`src/rtl/spi_rg_pkg.sv`:
```
// Shared definitions for the SPI register-access target.
// Assumes: data words are at least as wide as the header.
package spi_rg_pkg;
    localparam int DEF_ADDR_W = 6;
    localparam int DEF_DATA_W = 16;

    // Sticky error state reported on the fault pin and in the status byte.
    typedef struct packed {
        logic parity;
        logic frame;
    } fault_t;
endpackage

```
`src/rtl/spi_rg_edge.sv`:
```
// Oversampling edge detector for the select and serial clock pins.
// Assumes csn and sclk are held for at least three clk cycles per level.
// Serial-clock edges are reported only while the frame is selected.
module spi_rg_edge (
    input  logic clk,
    input  logic rst_n,
    input  logic csn,
    input  logic sclk,
    output logic cs_fall,
    output logic cs_rise,
    output logic sck_fall,
    output logic sck_rise
);
    logic csn_q;
    logic sclk_q;

    // Keep the previous pin levels for edge comparison.
    always_ff @(posedge clk) begin
        if (!rst_n) begin
            csn_q  <= 1'b1;
            sclk_q <= 1'b0;
        end else begin
            csn_q  <= csn;
            sclk_q <= sclk;
        end
    end

    // Decode edges; serial clock edges are gated by an active select.
    always_comb begin
        cs_fall  = csn_q & ~csn;
        cs_rise  = ~csn_q & csn;
        sck_fall = ~csn & ~csn_q & sclk_q & ~sclk;
        sck_rise = ~csn & ~csn_q & ~sclk_q & sclk;
    end
endmodule

```
`src/rtl/spi_rg_rx.sv`:
```
// Receive path: header and word framing, parity checks, read/write
// pointers, write strobe and the sticky fault flags.
// Assumes edge pulses come from spi_rg_edge, one clk cycle each.
module spi_rg_rx
    import spi_rg_pkg::*;
#(
    parameter int ADDR_W = DEF_ADDR_W,
    parameter int DATA_W = DEF_DATA_W
) (
    input  logic              clk,
    input  logic              rst_n,
    input  logic              cs_fall,
    input  logic              cs_rise,
    input  logic              sck_fall,
    input  logic              sdi,
    input  logic              par_en,
    input  logic              clr_fault,
    output logic              wr_en,
    output logic [ADDR_W-1:0] wr_addr,
    output logic [DATA_W-1:0] wr_data,
    output logic [ADDR_W-1:0] rd_ptr,
    output logic              word_ready,
    output fault_t            flags
);
    localparam int HDR_W  = ADDR_W + 2;
    localparam int HCNT_W = $clog2(HDR_W);
    localparam int WCNT_W = $clog2(DATA_W);

    logic [DATA_W-2:0] rx_sh;
    logic [HCNT_W-1:0] hcnt;
    logic [WCNT_W-1:0] wcnt;
    logic              hdr_done;
    logic              is_read;
    logic              burst_bad;
    logic [ADDR_W-1:0] wr_ptr;

    logic [DATA_W-1:0] next_bits;
    logic [HDR_W-1:0]  hdr;
    logic              hdr_ok;
    logic              word_ok;
    logic              hdr_end;
    logic              word_end;
    logic              partial;

    // Decode the bit arriving now together with the bits already held.
    always_comb begin
        next_bits = {rx_sh, sdi};
        hdr       = next_bits[HDR_W-1:0];
        hdr_ok    = !par_en || !(^hdr);
        word_ok   = !par_en || !(^next_bits);
        hdr_end   = sck_fall && !hdr_done && (hcnt == HCNT_W'(HDR_W - 1));
        word_end  = sck_fall && hdr_done && (wcnt == WCNT_W'(DATA_W - 1));
        partial   = (!hdr_done && hcnt != '0) || (hdr_done && wcnt != '0);
    end

    // Bit counters, header capture and burst poisoning.
    always_ff @(posedge clk) begin
        if (!rst_n) begin
            rx_sh     <= '0;
            hcnt      <= '0;
            wcnt      <= '0;
            hdr_done  <= 1'b0;
            is_read   <= 1'b0;
            burst_bad <= 1'b0;
        end else if (cs_fall) begin
            hcnt      <= '0;
            wcnt      <= '0;
            hdr_done  <= 1'b0;
            burst_bad <= 1'b0;
        end else if (sck_fall) begin
            rx_sh <= next_bits[DATA_W-2:0];
            if (!hdr_done) begin
                if (hdr_end) begin
                    hdr_done  <= 1'b1;
                    is_read   <= hdr[HDR_W-1];
                    burst_bad <= !hdr_ok;
                    hcnt      <= '0;
                end else begin
                    hcnt <= hcnt + 1'b1;
                end
            end else begin
                wcnt <= word_end ? '0 : wcnt + 1'b1;
                if (word_end && !is_read && !word_ok) begin
                    burst_bad <= 1'b1;
                end
            end
        end
    end

    // Read and write address pointers.
    always_ff @(posedge clk) begin
        if (!rst_n) begin
            rd_ptr <= '0;
            wr_ptr <= '0;
        end else if (hdr_end) begin
            if (hdr[HDR_W-1]) begin
                rd_ptr <= hdr[ADDR_W:1];
            end else if (hdr_ok) begin
                wr_ptr <= hdr[ADDR_W:1];
            end
        end else if (word_end) begin
            rd_ptr <= rd_ptr + 1'b1;
            if (!is_read && word_ok && !burst_bad) begin
                wr_ptr <= wr_ptr + 1'b1;
            end
        end
    end

    // Register write strobe and the transmit reload request.
    always_ff @(posedge clk) begin
        if (!rst_n) begin
            wr_en      <= 1'b0;
            wr_addr    <= '0;
            wr_data    <= '0;
            word_ready <= 1'b0;
        end else begin
            wr_en      <= word_end && !is_read && word_ok && !burst_bad;
            word_ready <= hdr_end || word_end;
            if (word_end) begin
                wr_addr <= wr_ptr;
                wr_data <= par_en ? {1'b0, next_bits[DATA_W-2:0]} : next_bits;
            end
        end
    end

    // Sticky flags: a clear pulse drops them, a new error in the same cycle wins.
    always_ff @(posedge clk) begin
        if (!rst_n) begin
            flags <= '0;
        end else begin
            if (clr_fault) begin
                flags <= '0;
            end
            if ((hdr_end && !hdr_ok) || (word_end && !is_read && !word_ok)) begin
                flags.parity <= 1'b1;
            end
            if (cs_rise && partial) begin
                flags.frame <= 1'b1;
            end
        end
    end
endmodule

```
`src/rtl/spi_rg_tx.sv`:
```
// Transmit shifter: status byte during the header, then one register
// word per data slot, shifted MSB first after each serial rising edge.
// Assumes load_req never coincides with sck_rise (edges are apart).
module spi_rg_tx #(
    parameter int DATA_W = 16,
    parameter int HDR_W  = 8
) (
    input  logic              clk,
    input  logic              rst_n,
    input  logic              cs_fall,
    input  logic              sck_rise,
    input  logic              load_req,
    input  logic              par_en,
    input  logic [HDR_W-1:0]  status_byte,
    input  logic [DATA_W-1:0] rd_word,
    output logic              sdo
);
    logic [DATA_W-1:0] tx_sh;
    logic [DATA_W-1:0] rd_out;
    logic              pend;
    logic              first;

    // Optionally replace the returned MSB with even parity of the payload.
    always_comb begin
        rd_out = par_en ? {^rd_word[DATA_W-2:0], rd_word[DATA_W-2:0]} : rd_word;
        sdo    = tx_sh[DATA_W-1];
    end

    // Shift register with pending reload at word boundaries.
    always_ff @(posedge clk) begin
        if (!rst_n) begin
            tx_sh <= '0;
            pend  <= 1'b0;
            first <= 1'b0;
        end else if (cs_fall) begin
            tx_sh <= {status_byte, {(DATA_W - HDR_W){1'b0}}};
            pend  <= 1'b0;
            first <= 1'b1;
        end else begin
            if (sck_rise) begin
                if (pend) begin
                    tx_sh <= rd_out;
                    pend  <= 1'b0;
                end else if (first) begin
                    first <= 1'b0;
                end else begin
                    tx_sh <= tx_sh << 1;
                end
            end
            if (load_req) begin
                pend <= 1'b1;
            end
        end
    end
endmodule

```
`src/rtl/spi_rg_target.sv`:
```
// Top of the SPI register-access target. Wires edge detection, the
// receive path and the transmit shifter around an external register bank.
// Assumes reg_rd_data follows reg_rd_addr combinationally.
module spi_rg_target
    import spi_rg_pkg::*;
#(
    parameter int ADDR_W = DEF_ADDR_W,
    parameter int DATA_W = DEF_DATA_W
) (
    input  logic              clk,
    input  logic              rst_n,
    input  logic              csn,
    input  logic              sclk,
    input  logic              sdi,
    output logic              sdo,
    output logic              sdo_oe,
    input  logic              par_en,
    input  logic              clr_fault,
    input  logic [ADDR_W-1:0] status_in,
    output logic              reg_wr_en,
    output logic [ADDR_W-1:0] reg_wr_addr,
    output logic [DATA_W-1:0] reg_wr_data,
    output logic [ADDR_W-1:0] reg_rd_addr,
    input  logic [DATA_W-1:0] reg_rd_data,
    output logic              fault_n
);
    localparam int HDR_W = ADDR_W + 2;

    logic   cs_fall;
    logic   cs_rise;
    logic   sck_fall;
    logic   sck_rise;
    logic   word_ready;
    fault_t flags;

    spi_rg_edge u_edge (
        .clk      (clk),
        .rst_n    (rst_n),
        .csn      (csn),
        .sclk     (sclk),
        .cs_fall  (cs_fall),
        .cs_rise  (cs_rise),
        .sck_fall (sck_fall),
        .sck_rise (sck_rise)
    );

    spi_rg_rx #(.ADDR_W(ADDR_W), .DATA_W(DATA_W)) u_rx (
        .clk        (clk),
        .rst_n      (rst_n),
        .cs_fall    (cs_fall),
        .cs_rise    (cs_rise),
        .sck_fall   (sck_fall),
        .sdi        (sdi),
        .par_en     (par_en),
        .clr_fault  (clr_fault),
        .wr_en      (reg_wr_en),
        .wr_addr    (reg_wr_addr),
        .wr_data    (reg_wr_data),
        .rd_ptr     (reg_rd_addr),
        .word_ready (word_ready),
        .flags      (flags)
    );

    spi_rg_tx #(.DATA_W(DATA_W), .HDR_W(HDR_W)) u_tx (
        .clk         (clk),
        .rst_n       (rst_n),
        .cs_fall     (cs_fall),
        .sck_rise    (sck_rise),
        .load_req    (word_ready),
        .par_en      (par_en),
        .status_byte ({status_in, flags.parity, flags.frame}),
        .rd_word     (reg_rd_data),
        .sdo         (sdo)
    );

    // Drive enable and the active-low fault pin.
    always_comb begin
        sdo_oe  = ~csn;
        fault_n = ~(flags.parity | flags.frame);
    end
endmodule

```
`config.mk`:
```
export PLATFORM = sky130hd
export DESIGN_NAME = spi_rg_target
export DESIGN_NICKNAME = d
export VERILOG_FILES = /design/src/rtl/spi_rg_pkg.sv /design/src/rtl/spi_rg_edge.sv /design/src/rtl/spi_rg_rx.sv /design/src/rtl/spi_rg_tx.sv /design/src/rtl/spi_rg_target.sv
export SDC_FILE = /design/constraint.sdc
export NUM_CORES = 1
export LEC_CHECK = 0
export BUFFER_PORTS_ARGS = -buffer_cell sky130_fd_sc_hd__buf_2
export CORE_MARGIN = 3
export CORE_UTILIZATION = 30
export DETAILED_ROUTE_END_ITERATION = 8
export GPL_TIMING_DRIVEN = 0
export PLACE_DENSITY = 0.47
export SLEW_MARGIN = 25
export SYNTH_ARGS = -nofsm -noshare
export SYNTH_HDL_FRONTEND = slang
export SYNTH_SLANG_ARGS = --single-unit
```
`constraint.sdc`:
```
create_clock -name clk -period 2.3 [get_ports clk]
set_clock_uncertainty 0.1 [all_clocks]
set_input_delay 0.23 -clock clk [delete_from_list [all_inputs] [get_ports clk]]
set_output_delay 0.23 -clock clk [all_outputs]
set_load 0.02 [all_outputs]
```
==> reports/summary.txt, run 1 <==
via count -> 3584
CTS tree -> built
PD cells -> 653 mW/mm^2
asr flop ratio synth -> 0
full die area -> 0.0149 mm^2
final instance area -> 0.00495 mm^2
IO Pins -> 61
Slew headroom -> 0.555
Worst R2R Start -> u_edge.csn_q
Initial Util -> 0.313
Mapped Area -> 0.00405 mm^2
CP top delay family -> simple AND/OR/NAND/NOR gates
CTS max path bufs -> 2
Mapped Nets -> 508
WL/cell -> 15.2 um
Area after DPL -> 0.00456 mm^2
largest net degree at the start of global routing -> 14
Avg Inst Size Synth -> 8.59 um^2
Hold Slack -> 0.0707 ns
max cap viols -> 0
clock latency on the worst-skew pair -> 0.35 ns
clk sinks -> 83
fmax -> 0.450 GHz
sum of buffers and inverters on the critical path -> 1
Critical Path AT -> 2.40 ns
Die Width -> 122 um
vias in the first global route -> 3469
HP Start -> sdi
Port Buffers -> 58
Placer Congestion -> 0.825
Final Critical Period -> 2.22 ns
Slew Limit Fails -> 0
number of diodes -> 0
Die Span Y -> 122 um
Setup crit start kind -> flop
drt pass-1 iters -> 4
Crit path required time -> 2.48 ns
crit path cell chain -> or4b_1 -> buf_4 -> nor4b_4 -> or4_4 -> o211a_4 -> mux2i_1
crit-path max FO -> 10
worst setup path startpoint -> u_edge.csn_q
GRT Total Usage -> 0.153
# setup viols final -> 0
final wirelength -> 11.0 mm
Worst path slowest cell -> or4b_1
core area -> 0.0129 mm^2
Hold/Removal Path Class -> primary input to flop
register area share after synthesis -> 0.410
CP Class -> flop to flop
Critical Path Sink Type -> flop
cts bufs inserted -> 9
number of synthesized flops with an enable pin -> 0
antenna-violating nets left -> 0
ys flop type -> dfxtp_1
row cnt -> 41
Final Hold Vio Count -> 0
Syn Inst Count -> 472
wire length of the first global-routing pass -> 18.0 mm
Via-to-Cell Ratio -> 4.96
largest stage delay on the critical path -> 0.46 ns
H-Tree Depth -> 3
Final nets -> 581
P_leak -> 1.92 nW
HPWL Detailed -> 8.09 mm
Final Util -> 0.383
layout cells sized above 1 -> 0.191
status -> finished clean
Period Utilization, post-route -> 0.965
Area Growth Syn to Fin -> 22.2%
flops & latches, synth -> 83
clock root buffer -> clkbuf_16
DRC -> 0
slew at the pin with the worst max-slew slack -> 0.667 ns
VDD IR max -> 355 uV
drt first-iter violations -> 260
synth warn -> 0
clock-pin slew on the worst setup and hold paths -> 0.06 ns
Post-Place Cells -> 702
overflow left after global routing -> 0
initial antenna violation count -> 0
Non-Filler Instances -> 722
Netlist cell types -> 52
synth_stat cells (all sizes together), types with 2 or more instances:
| cell type | n | share of area |
|---|---|---|
| nor4 | 2 | 0.0046 |
| nor4b | 4 | 0.014 |
| a31oi | 6 | 0.0093 |
| o211a | 10 | 0.027 |
| buf | 9 | 0.012 |
| a21boi | 40 | 0.074 |
| a21o | 3 | 0.0056 |
| xor2 | 4 | 0.010 |
| nor2 | 28 | 0.026 |
| nor2b | 4 | 0.0062 |
| a22oi | 2 | 0.0037 |
| a41o | 2 | 0.0049 |
| or4b | 2 | 0.0049 |
| o22ai | 8 | 0.012 |
| ha | 7 | 0.022 |
| and3 | 6 | 0.0093 |
| nand3b | 5 | 0.0093 |
| nand3 | 10 | 0.012 |
| nor3 | 3 | 0.0037 |
| xnor2 | 26 | 0.062 |
| nor3b | 2 | 0.0037 |
| o211ai | 2 | 0.0037 |
| a31o | 4 | 0.0086 |
| nand4 | 2 | 0.0031 |
| mux2i | 16 | 0.040 |
| or4 | 3 | 0.0068 |
| clkbuf | 21 | 0.019 |
| a211oi | 7 | 0.013 |
| inv | 11 | 0.010 |
| nand2 | 100 | 0.093 |
| o21ai | 13 | 0.016 |
| dfxtp | 83 | 0.41 |
| a21oi | 18 | 0.022 |
worst register-to-register path, stage by stage (launching register included):
cell and delay [ns]:
dfxtp_2 0.36, or4b_1 0.46, buf_4 0.20, nor4b_4 0.40
or4_4 0.25, o211a_4 0.21, mux2i_1 0.17
metrics by stage:
stage	power [W]	TNS, ns	setup WS (ns)
after CTS	0.00329	0	0.00736
after global placement	0.00170	-4.86	-0.280
after detailed placement	0.00170	-5.86	-0.325
final	0.00323	0	0.0799
after floorplan	0.00163	0	0.212
after global routing	0.00337	-0.0141	-0.0141
metal layers:
layer  vias to the layer above  track usage  routed length, um
li1                       1787            -                  -
met1                      1729        0.203               5290
met2                        58        0.240               5050
met3                        10       0.0488                506
met4                         0       0.0399                129
met5                         -            0                  0
what timing repair did:
item                                    in CTS  in global routing
hold buffers                                 0                  0
pin swaps                                    2                  2
setup buffers                                1                  4
gates cloned                                 0                  0
hold endpoints to repair                     0                  0
resized for setup                            4                 14
endpoints found under the setup margin      29                 46
registers in the layout, indices dropped and copies added (netlist names), 2 cells and up:
name          cells
u_rx.wcnt         4
u_rx.wr_addr      6
u_rx.flags        2
u_rx.rd_ptr       6
u_tx.tx_sh       16
u_rx.rx_sh       15
u_rx.wr_data     16
u_rx.hcnt         3
u_rx.wr_ptr       6
cell families (layout without fill, tap and decap cells):
kind of cell | Yosys count | in the layout | share of synthesized area
DFF | 83 | 83 | 0.410
and+or+nand+nor | 172 | 172 | 0.198
buffers and inverters | 41 | 119 | 0.0414
xor gates and xnor gates | 30 | 30 | 0.0722
muxes | 16 | 16 | 0.0395
AOI/OAI and AO/OA | 123 | 123 | 0.217
adders and majority gates | 7 | 7 | 0.0216
final cells by class:
cell class | count | area (um^2)
timing repair buffer | 63 | 328
sequential | 83 | 1660
inverter | 11 | 41.3
clock inverter | 4 | 73.8
buffer | 29 | 133
multi-input combinational | 348 | 2250
fill | 1387 | 7980
tap | 172 | 215
clock buffer | 12 | 246
path summary, 6_finish.rpt:
check,to,slack (ns),cells after the start
worst max-delay path,u_rx.wr_ptr[1],0.08,6
worst min-delay path,u_rx.rx_sh[0],0.07,3
worst max register to register,u_rx.wr_ptr[1],0.08,6
worst min register to register,u_tx.pend,0.34,2
cell usage in the layout, fill, tap and decap left out, types with 4 or more instances in the layout:
cell,n
ha_1,7
nand2_1,99
o211a_1,9
a21oi_1,17
nor2_1,28
clkbuf_1,16
dfxtp_1,82
a21boi_0,40
nor2b_1,4
nand3_1,9
buf_2,62
o21ai_0,13
a211oi_1,7
a31o_1,4
buf_4,8
clkbuf_2,6
nand3b_1,5
clkbuf_16,9
and3_1,6
xnor2_1,23
a31oi_1,6
mux2i_1,16
inv_1,11
o22ai_1,8
report_power, final:
part / switching, W / internal, W / total [W]
clock: 0.000583 / 0.000981 / 0.00156
combinational: 0.000110 / 0.0000956 / 0.000206
sequential: 0.0000106 / 0.00145 / 0.00146
Power figures use the tool's default switching activity.
==> run 2: changes to the inputs <==
--- a/config.mk
+++ b/config.mk
@@ -5,12 +5,12 @@
 export SDC_FILE = /design/constraint.sdc
 export NUM_CORES = 1
 export LEC_CHECK = 0
-export BUFFER_PORTS_ARGS = -buffer_cell sky130_fd_sc_hd__buf_2
 export CORE_MARGIN = 3
-export CORE_UTILIZATION = 30
+export CORE_UTILIZATION = 40
 export DETAILED_ROUTE_END_ITERATION = 8
+export DONT_BUFFER_PORTS = 1
 export GPL_TIMING_DRIVEN = 0
-export PLACE_DENSITY = 0.47
+export PLACE_DENSITY = 0.54
 export SLEW_MARGIN = 25
 export SYNTH_ARGS = -nofsm -noshare
 export SYNTH_HDL_FRONTEND = slang
==> run 2 against run 1 <==
Net effect:
- clock-buffer cell count is 1 lower
- routed wire length is 6.2% lower
- total power shrank 15%
- global-route usage rose by 3.5 points
- core utilization increased by 8.2 points
- largest cell class unchanged
- die area is 24% lower
==> reports/summary.txt, run 2 (synthesis results as in run 1) <==
status -> finished clean
clock root buffer -> clkbuf_8
clock group share of total power -> 0.401 (-0.083)
sw power -> 0.000610 W (-13%)
Placer Congestion -> 0.829 (+0.47%)
Sequential Power Share -> 0.532 (+0.079)
full die area -> 0.0114 mm^2 (-24%)
Die Width -> 107 um (-13%)
IO Pins -> 61 (unchanged)
initial antenna violation count -> 0 (unchanged)
commonest non-fill, non-tap cell in the layout -> nand2_1
final wirelength -> 10.3 mm (-6.2%)
switching share of power -> 0.222 (+0.00434)
Critical Path Sink Type -> flop
Port Buffers -> 0 (-100%)
drt pass-1 iters -> 4 (unchanged)
slew at the pin with the worst max-slew slack -> 0.677 ns (+0.00943 ns)
CP top delay family -> XOR/XNOR gates
most frequent cells in the layout -> nand2_1, dfxtp_1, a21boi_0, nor2_1, xnor2_1
Final Util -> 0.465 (+0.0818)
clock latency on the worst-skew pair -> 0.36 ns (about the same)
Slew Limit Fails -> 0 (unchanged)
crit path cell chain -> buf_4 -> xnor2_1 -> xnor2_2 -> xnor2_2 -> or4_4 -> o211a_4 -> a32o_1
part of the power in combinational logic -> 0.067 (+0.003)
unrepaired setup endpoints after global routing -> no
Final nets -> 530 (-8.8%)
drt first-iter violations -> 180 (-31%)
P_leak -> 1.61 nW (-16%)
number of diodes -> 0 (unchanged)
WL/cell -> 16.3 um (+7.5%)
overflow left after global routing -> 0 (unchanged)
internal power -> 0.00214 W (-15%)
clk sinks -> 83 (unchanged)
CP most frequent cell -> xnor2_2
Initial Util -> 0.413 (+0.0992)
Setup crit start kind -> flop
core area -> 0.00982 mm^2 (-24%)
sum of buffers and inverters on the critical path -> 1 (unchanged)
PD cells -> 602 mW/mm^2 (-7.8%)
CTS tree -> built
HPWL Detailed -> 7.42 mm (-8.2%)
# setup viols final -> 0 (unchanged)
largest stage delay on the critical path -> 0.55 ns (+0.09 ns)
Period Utilization, post-route -> 0.967 (+0.00145)
Crit path required time -> 2.45 ns (-0.03 ns)
crit-path max FO -> 7 (-3)
cts bufs inserted -> 9 (unchanged)
Final Critical Period -> 2.22 ns (+0.00333 ns)
Final Hold Vio Count -> 0 (unchanged)
DRC -> 0 (unchanged)
H-Tree Depth -> 3 (unchanged)
CTS max path bufs -> 2 (unchanged)
antenna-violating nets left -> 0 (unchanged)
wire length of the first global-routing pass -> 16.8 mm (-6.9%)
largest net degree at the start of global routing -> 13 (-1)
Hold/Removal Path Class -> primary input to flop
Die Span Y -> 107 um (-13%)
Worst path slowest cell -> or4_4
Slew headroom -> 0.549 (-0.00629)
setup TNS -> 0 ns (unchanged)
fill count -> 1040 (-25%)
FF/Latch Area -> 0.00166 mm^2 (about the same)
via count -> 3341 (-6.8%)
clock-pin slew on the worst setup and hold paths -> 0.08 ns (+0.02 ns)
Regs by FF count -> u_rx.wr_data x16, u_tx.tx_sh x16, u_rx.rx_sh x15
vias in the first global route -> 3315 (-4.4%)
area of the multi-input gates -> 0.00226 mm^2 (+0.22%)
GRT Total Usage -> 0.187 (+0.0347)
VDD IR max -> 285 uV (-20%)
row cnt -> 36 (-12%)
layout cells sized above 1 -> 0.0865 (-0.104)
CP Class -> flop to flop
Via-to-Cell Ratio -> 5.30 (+6.8%)
max cap viols -> 0 (unchanged)
fmax -> 0.450 GHz (-0.15%)
Critical Path AT -> 2.38 ns (-0.02 ns)
Area Growth Syn to Fin -> 12.6%
run 2: cell types whose count changed in the layout (fill, tap and decap cells not counted), sizes merged:
cell,delta
buf,-58
clkbuf,-2
clkinv,-1
dlygate4sd3,+8
run 2: area by class of cell:
cell class | instances | area share
timing repair buffer | 13 | 0.0258
clock buffer | 11 | 0.0288
clock inverter | 3 | 0.0143
buffer | 28 | 0.0271
sequential | 83 | 0.364
tap | 133 | 0.0365
multi-input combinational | 348 | 0.495
inverter | 11 | 0.00905
run 2: what timing repair did:
action	CTS	global route
setup endpoints to repair	28	48
buffers inserted	0	5
pin swaps	1	3
gates resized for setup	2	12
hold buffers	8	0
hold endpoints to repair	9	0
run 2: final timing paths:
check | startpoint | to | depth (start not counted) | slack [ns]
hold reg to reg | u_rx.word_ready | u_tx.pend | 2 | 0.37
hold / removal | reg_rd_data[5] | u_tx.tx_sh[5] | 2 | 0.01
setup reg to reg | u_rx.rx_sh[0] | u_rx.wr_ptr[0] | 7 | 0.08
setup / recovery | u_rx.rx_sh[0] | u_rx.wr_ptr[0] | 7 | 0.08
run 2: stage by stage:
step	worst slack, ns	total power (W)	instances	instance area [um^2]	hold slack (ns)
finish	0.0766	0.00275	630	4560	0.0149
global placement	-0.0504	0.00166	605	4220	0.253
floorplan	0.212	0.00163	472	4050	0.252
detailed placement	-0.102	0.00167	605	4220	0.257
CTS	0.00469	0.00278	626	4500	0.00156
global route	0.00392	0.00287	630	4560	0.0255
run 2: power groups by stage:
stage | Combinational (W) | Sequential [W] | Clock, W
global route | 0.000200 | 0.00147 | 0.00120
global placement | 0.000167 | 0.00150 | 0
floorplan | 0.000137 | 0.00149 | 0
detailed placement | 0.000169 | 0.00150 | 0
CTS | 0.000182 | 0.00146 | 0.00114
finish | 0.000183 | 0.00146 | 0.00110
run 2: metal layers:
| layer | track usage | up-vias | part of all wire |
|---|---|---|---|
| li1 | - | 1681 | - |
| met1 | 0.230 | 1565 | 0.44 |
| met2 | 0.316 | 75 | 0.48 |
| met3 | 0.0361 | 20 | 0.050 |
| met4 | 0.0886 | 0 | 0.025 |
| met5 | 0 | - | 0 |
==> run 3: changes to the inputs <==
--- a/config.mk
+++ b/config.mk
@@ -10,8 +10,9 @@
 export DETAILED_ROUTE_END_ITERATION = 8
 export DONT_BUFFER_PORTS = 1
 export GPL_TIMING_DRIVEN = 0
-export PLACE_DENSITY = 0.54
+export PLACE_DENSITY = 0.56
 export SLEW_MARGIN = 25
 export SYNTH_ARGS = -nofsm -noshare
 export SYNTH_HDL_FRONTEND = slang
+export SYNTH_HIERARCHICAL = 1
 export SYNTH_SLANG_ARGS = --single-unit
==> constraint.sdc (replaced) <==
create_clock -name clk -period 1.88 [get_ports clk]
set_clock_uncertainty 0.1 [all_clocks]
set_input_delay 0.188 -clock clk [delete_from_list [all_inputs] [get_ports clk]]
set_output_delay 0.188 -clock clk [all_outputs]
set_load 0.02 [all_outputs]
==> run 3 against run 2 <==
Net effect:
- critical path type unchanged
- combinational power rose by 49%
- design area rose by 17%
- critical path depth rose by 2
- total power rose by 29%
- core utilization rose by 10 points
- the run now ends with negative setup slack left
- sequential share of layout area fell by 4.7 points
- non-clock buffer count rose by 42
- sequential cell count did not move
- global-route usage rose by 0.23 points
==> reports/summary.txt, run 3 <==
Slew Limit Fails -> 0 (unchanged)
cts bufs inserted -> 9 (unchanged)
Non-Filler Instances -> 685 (+8.7%)
WL/cell -> 16.1 um (-1.4%)
Placer Congestion -> 0.872 (+5.2%)
most frequent cells in the layout -> nand2_1, dfxtp_1, a21oi_1, nor2_1, buf_4
commonest non-fill, non-tap cell in the layout -> nand2_1
Post-Synth XOR/XNOR Area -> 0.0764 (+0.00417)
# setup viols final -> 13 (+13)
reg2reg path depth -> 9 (+2)
CTS tree -> built
HP Start -> csn
Synth Area in Compound Gates -> 0.188 (-0.0290)
Regs by FF count -> u_rx/wr_data x16, u_tx/tx_sh x16, u_rx/rx_sh x15
largest area contributor in the netlist -> dfxtp_1
Final Hold Vio Count -> 0 (unchanged)
fmax -> 0.502 GHz (+12%)
max cap viols -> 0 (unchanged)
clock root buffer -> clkbuf_8
unrepaired setup endpoints after global routing -> yes
Die Span Y -> 105 um (-1.2%)
Worst path slowest cell -> dfxtp_4
clock-pin slew on the worst setup and hold paths -> 0.08 ns (about the same)
crit-path max FO -> 6 (-1)
post-route setup slack -> -0.112 ns (-0.189 ns)
hold-critical path depth -> 3 (+1)
area share of the largest cell type after synthesis -> 0.421 (+0.0110)
H-Tree Depth -> 3 (unchanged)
IO Pins -> 61 (unchanged)
PD cells -> 668 mW/mm^2 (+11%)
reg2reg setup slack -> -0.11 ns (-0.19 ns)
via count -> 3621 (+8.4%)
wire length of the first global-routing pass -> 17.0 mm (+1.5%)
drt first-iter violations -> 195 (+8.3%)
VDD IR max -> 557 uV (+96%)
vias in the first global route -> 3385 (+2.1%)
ys flop type -> dfxtp_1
Mapped Nets -> 521 (+2.6%)
post-synthesis mux area share -> 0.0380 (-0.00147)
clk sinks -> 83 (unchanged)
Syn Inst Count -> 485 (+2.8%)
Worst R2R Start -> u_edge/csn_q
Hold EP -> u_rx/flags[0]
Slew headroom -> 0.535 (-0.0137)
Avg Inst Size Synth -> 8.14 um^2 (-5.2%)
Via-to-Cell Ratio -> 5.29 (-0.32%)
full die area -> 0.0111 mm^2 (-2.5%)
main combinational cell family by area after synthesis -> simple AND/OR/NAND/NOR gates
Netlist cell types -> 51 (-1.9%)
status -> complete, but fails checks
P_leak -> 1.84 nW (+14%)
CTS max path bufs -> 2 (unchanged)
top cells by count, synth -> nand2_1, dfxtp_1, a21oi_1, nor2_1, clkbuf_1
Post-Place Cells -> 614 (+1.5%)
CP top delay family -> simple AND/OR/NAND/NOR gates
Hold Slack -> 0.0150 ns (+0.0000787 ns)
CP Class -> flop to flop
GRT Total Usage -> 0.190 (+0.00230)
Port Buffers -> 0 (unchanged)
fill count -> 881 (-15%)
number of synthesized flops with an enable pin -> 0 (unchanged)
number of diodes -> 0 (unchanged)
synth warn -> 6 (+6)
layout cells sized above 1 -> 0.257 (+0.171)
flops & latches, synth -> 83 (unchanged)
largest stage delay on the critical path -> 0.37 ns (-0.18 ns)
simple-gate share of the synthesized area -> 0.214 (+0.0158)
r2r endpoint -> u_rx/wr_ptr[1]
Post-Synth Adder-Cell Area -> 0.0222 (+0.000582)
Critical Path Sink Type -> flop
clock latency on the worst-skew pair -> 0.36 ns (about the same)
crit path cell chain -> nor4b_4 -> clkbuf_8 -> nand2b_4 -> nor2_4 -> buf_6 -> a31oi_4 -> nand2_2 -> a2bb2oi_4 -> mux2i_1
Mapped Area -> 0.00395 mm^2 (-2.6%)
overflow left after global routing -> 0 (unchanged)
Critical Path AT -> 2.17 ns (-0.21 ns)
Setup crit start kind -> flop
antenna-violating nets left -> 0 (unchanged)
Final Critical Period -> 1.99 ns (-0.231 ns)
Period Utilization, post-route -> 1.06 (+0.0929)
Area Growth Syn to Fin -> 35.1%
Die Width -> 105 um (-1.2%)
Hold/Removal Path Class -> primary input to flop
drt pass-1 iters -> 4 (unchanged)
register area share after synthesis -> 0.421 (+0.0110)
Crit path required time -> 2.06 ns (-0.39 ns)
core area -> 0.00942 mm^2 (-4.1%)
DRC -> 0 (unchanged)
most common cell in the netlist -> nand2_1
sum of buffers and inverters on the critical path -> 2 (+1)
Initial Util -> 0.419 (+0.00642)
HPWL Detailed -> 7.18 mm (-3.2%)
largest net degree at the start of global routing -> 16 (+3)
initial antenna violation count -> 0 (unchanged)
slew at the pin with the worst max-slew slack -> 0.697 ns (+0.0206 ns)
row cnt -> 35 (-2.8%)
final wirelength -> 11.0 mm (+7.2%)
asr flop ratio synth -> 0 (unchanged)
failing checks -> negative setup slack
Final nets -> 587 (+11%)
Area contributors post-synth -> dfxtp_1, nand2_1, a21oi_1, xnor2_1, mux2i_1
[run 3: how the worst max path moves through the flow]
stage                  startpoint               to  depth (start not counted)
floorplan            u_rx/hcnt[0]   u_rx/wr_ptr[4]                          9
CTS                 u_rx/rx_sh[2]   u_rx/burst_bad                          7
global route        u_rx/rx_sh[1]   u_rx/burst_bad                          7
finish               u_edge/csn_q   u_rx/wr_ptr[1]                          9
global placement     u_edge/csn_q   u_rx/wr_ptr[0]                          8
detailed placement   u_edge/csn_q  u_rx/wr_addr[4]                          7
[run 3: cell type report]
class / count / area, um^2 / share of cell area
plain buffers: 26 / 195 / 0.0366
clock buffers: 10 / 138 / 0.0258
repair buffers: 57 / 526 / 0.0986
clock inverters: 6 / 96.3 / 0.0181
multi-input cells: 362 / 2470 / 0.464
flip-flops and latches: 83 / 1690 / 0.317
inverters: 12 / 47.5 / 0.00892
well taps: 129 / 161 / 0.0303
[run 3: through the flow]
step	worst slack [ns]	total power [W]	utilization	cell area [um^2]	TNS (ns)
finish	-0.112	0.00356	0.566	5330	-0.500
global route	-0.194	0.00369	0.566	5330	-4.16
CTS	-0.138	0.00356	0.517	4870	-0.934
detailed placement	-0.424	0.00203	0.445	4190	-16.00
global placement	-0.385	0.00203	0.445	4190	-15.00
floorplan	-0.0361	0.00199	-	4030	-0.0696
[run 3: layer usage]
| metal | GRT usage | routed length, um | up-vias |
|---|---|---|---|
| li1 | - | - | 1792 |
| met4 | 0.0544 | 193 | 0 |
| met2 | 0.304 | 5150 | 105 |
| met5 | 0 | 0 | - |
| met3 | 0.0453 | 617 | 20 |
| met1 | 0.254 | 5070 | 1704 |
[run 3: power breakdown]
| part | switching, W | internal (W) |
|---|---|---|
| Clock | 0.000709 | 0.000801 |
| Combinational | 0.000135 | 0.000137 |
| Sequential | 0.0000118 | 0.00176 |
| Total | 0.000856 | 0.00270 |
[run 3: kinds of logic (layout without fill, tap and decap cells)]
group	after synthesis	after routing
xor gates and xnor gates	28	28
muxes	15	15
and+or+nand+nor	191	191
AOI/OAI and AO/OA	121	121
buffers and inverters	40	111
adders and majority gates	7	7
DFF	83	83
[run 3: worst min-delay path, delay by kind of cell]
| family | cells | cell delay, ns |
|---|---|---|
| AO/OA/AOI/OAI | 1 | 0.05 |
| AND/OR/NAND/NOR | 2 | 0.19 |
[run 3: what timing repair did]
action	4_1_cts	5_1_grt
gates cloned	1	1
endpoints found under the hold margin	25	1
buffers inserted	15	21
hold buffers	19	1
setup endpoints to repair	66	65
resized for setup	40	74
pin swaps	14	16
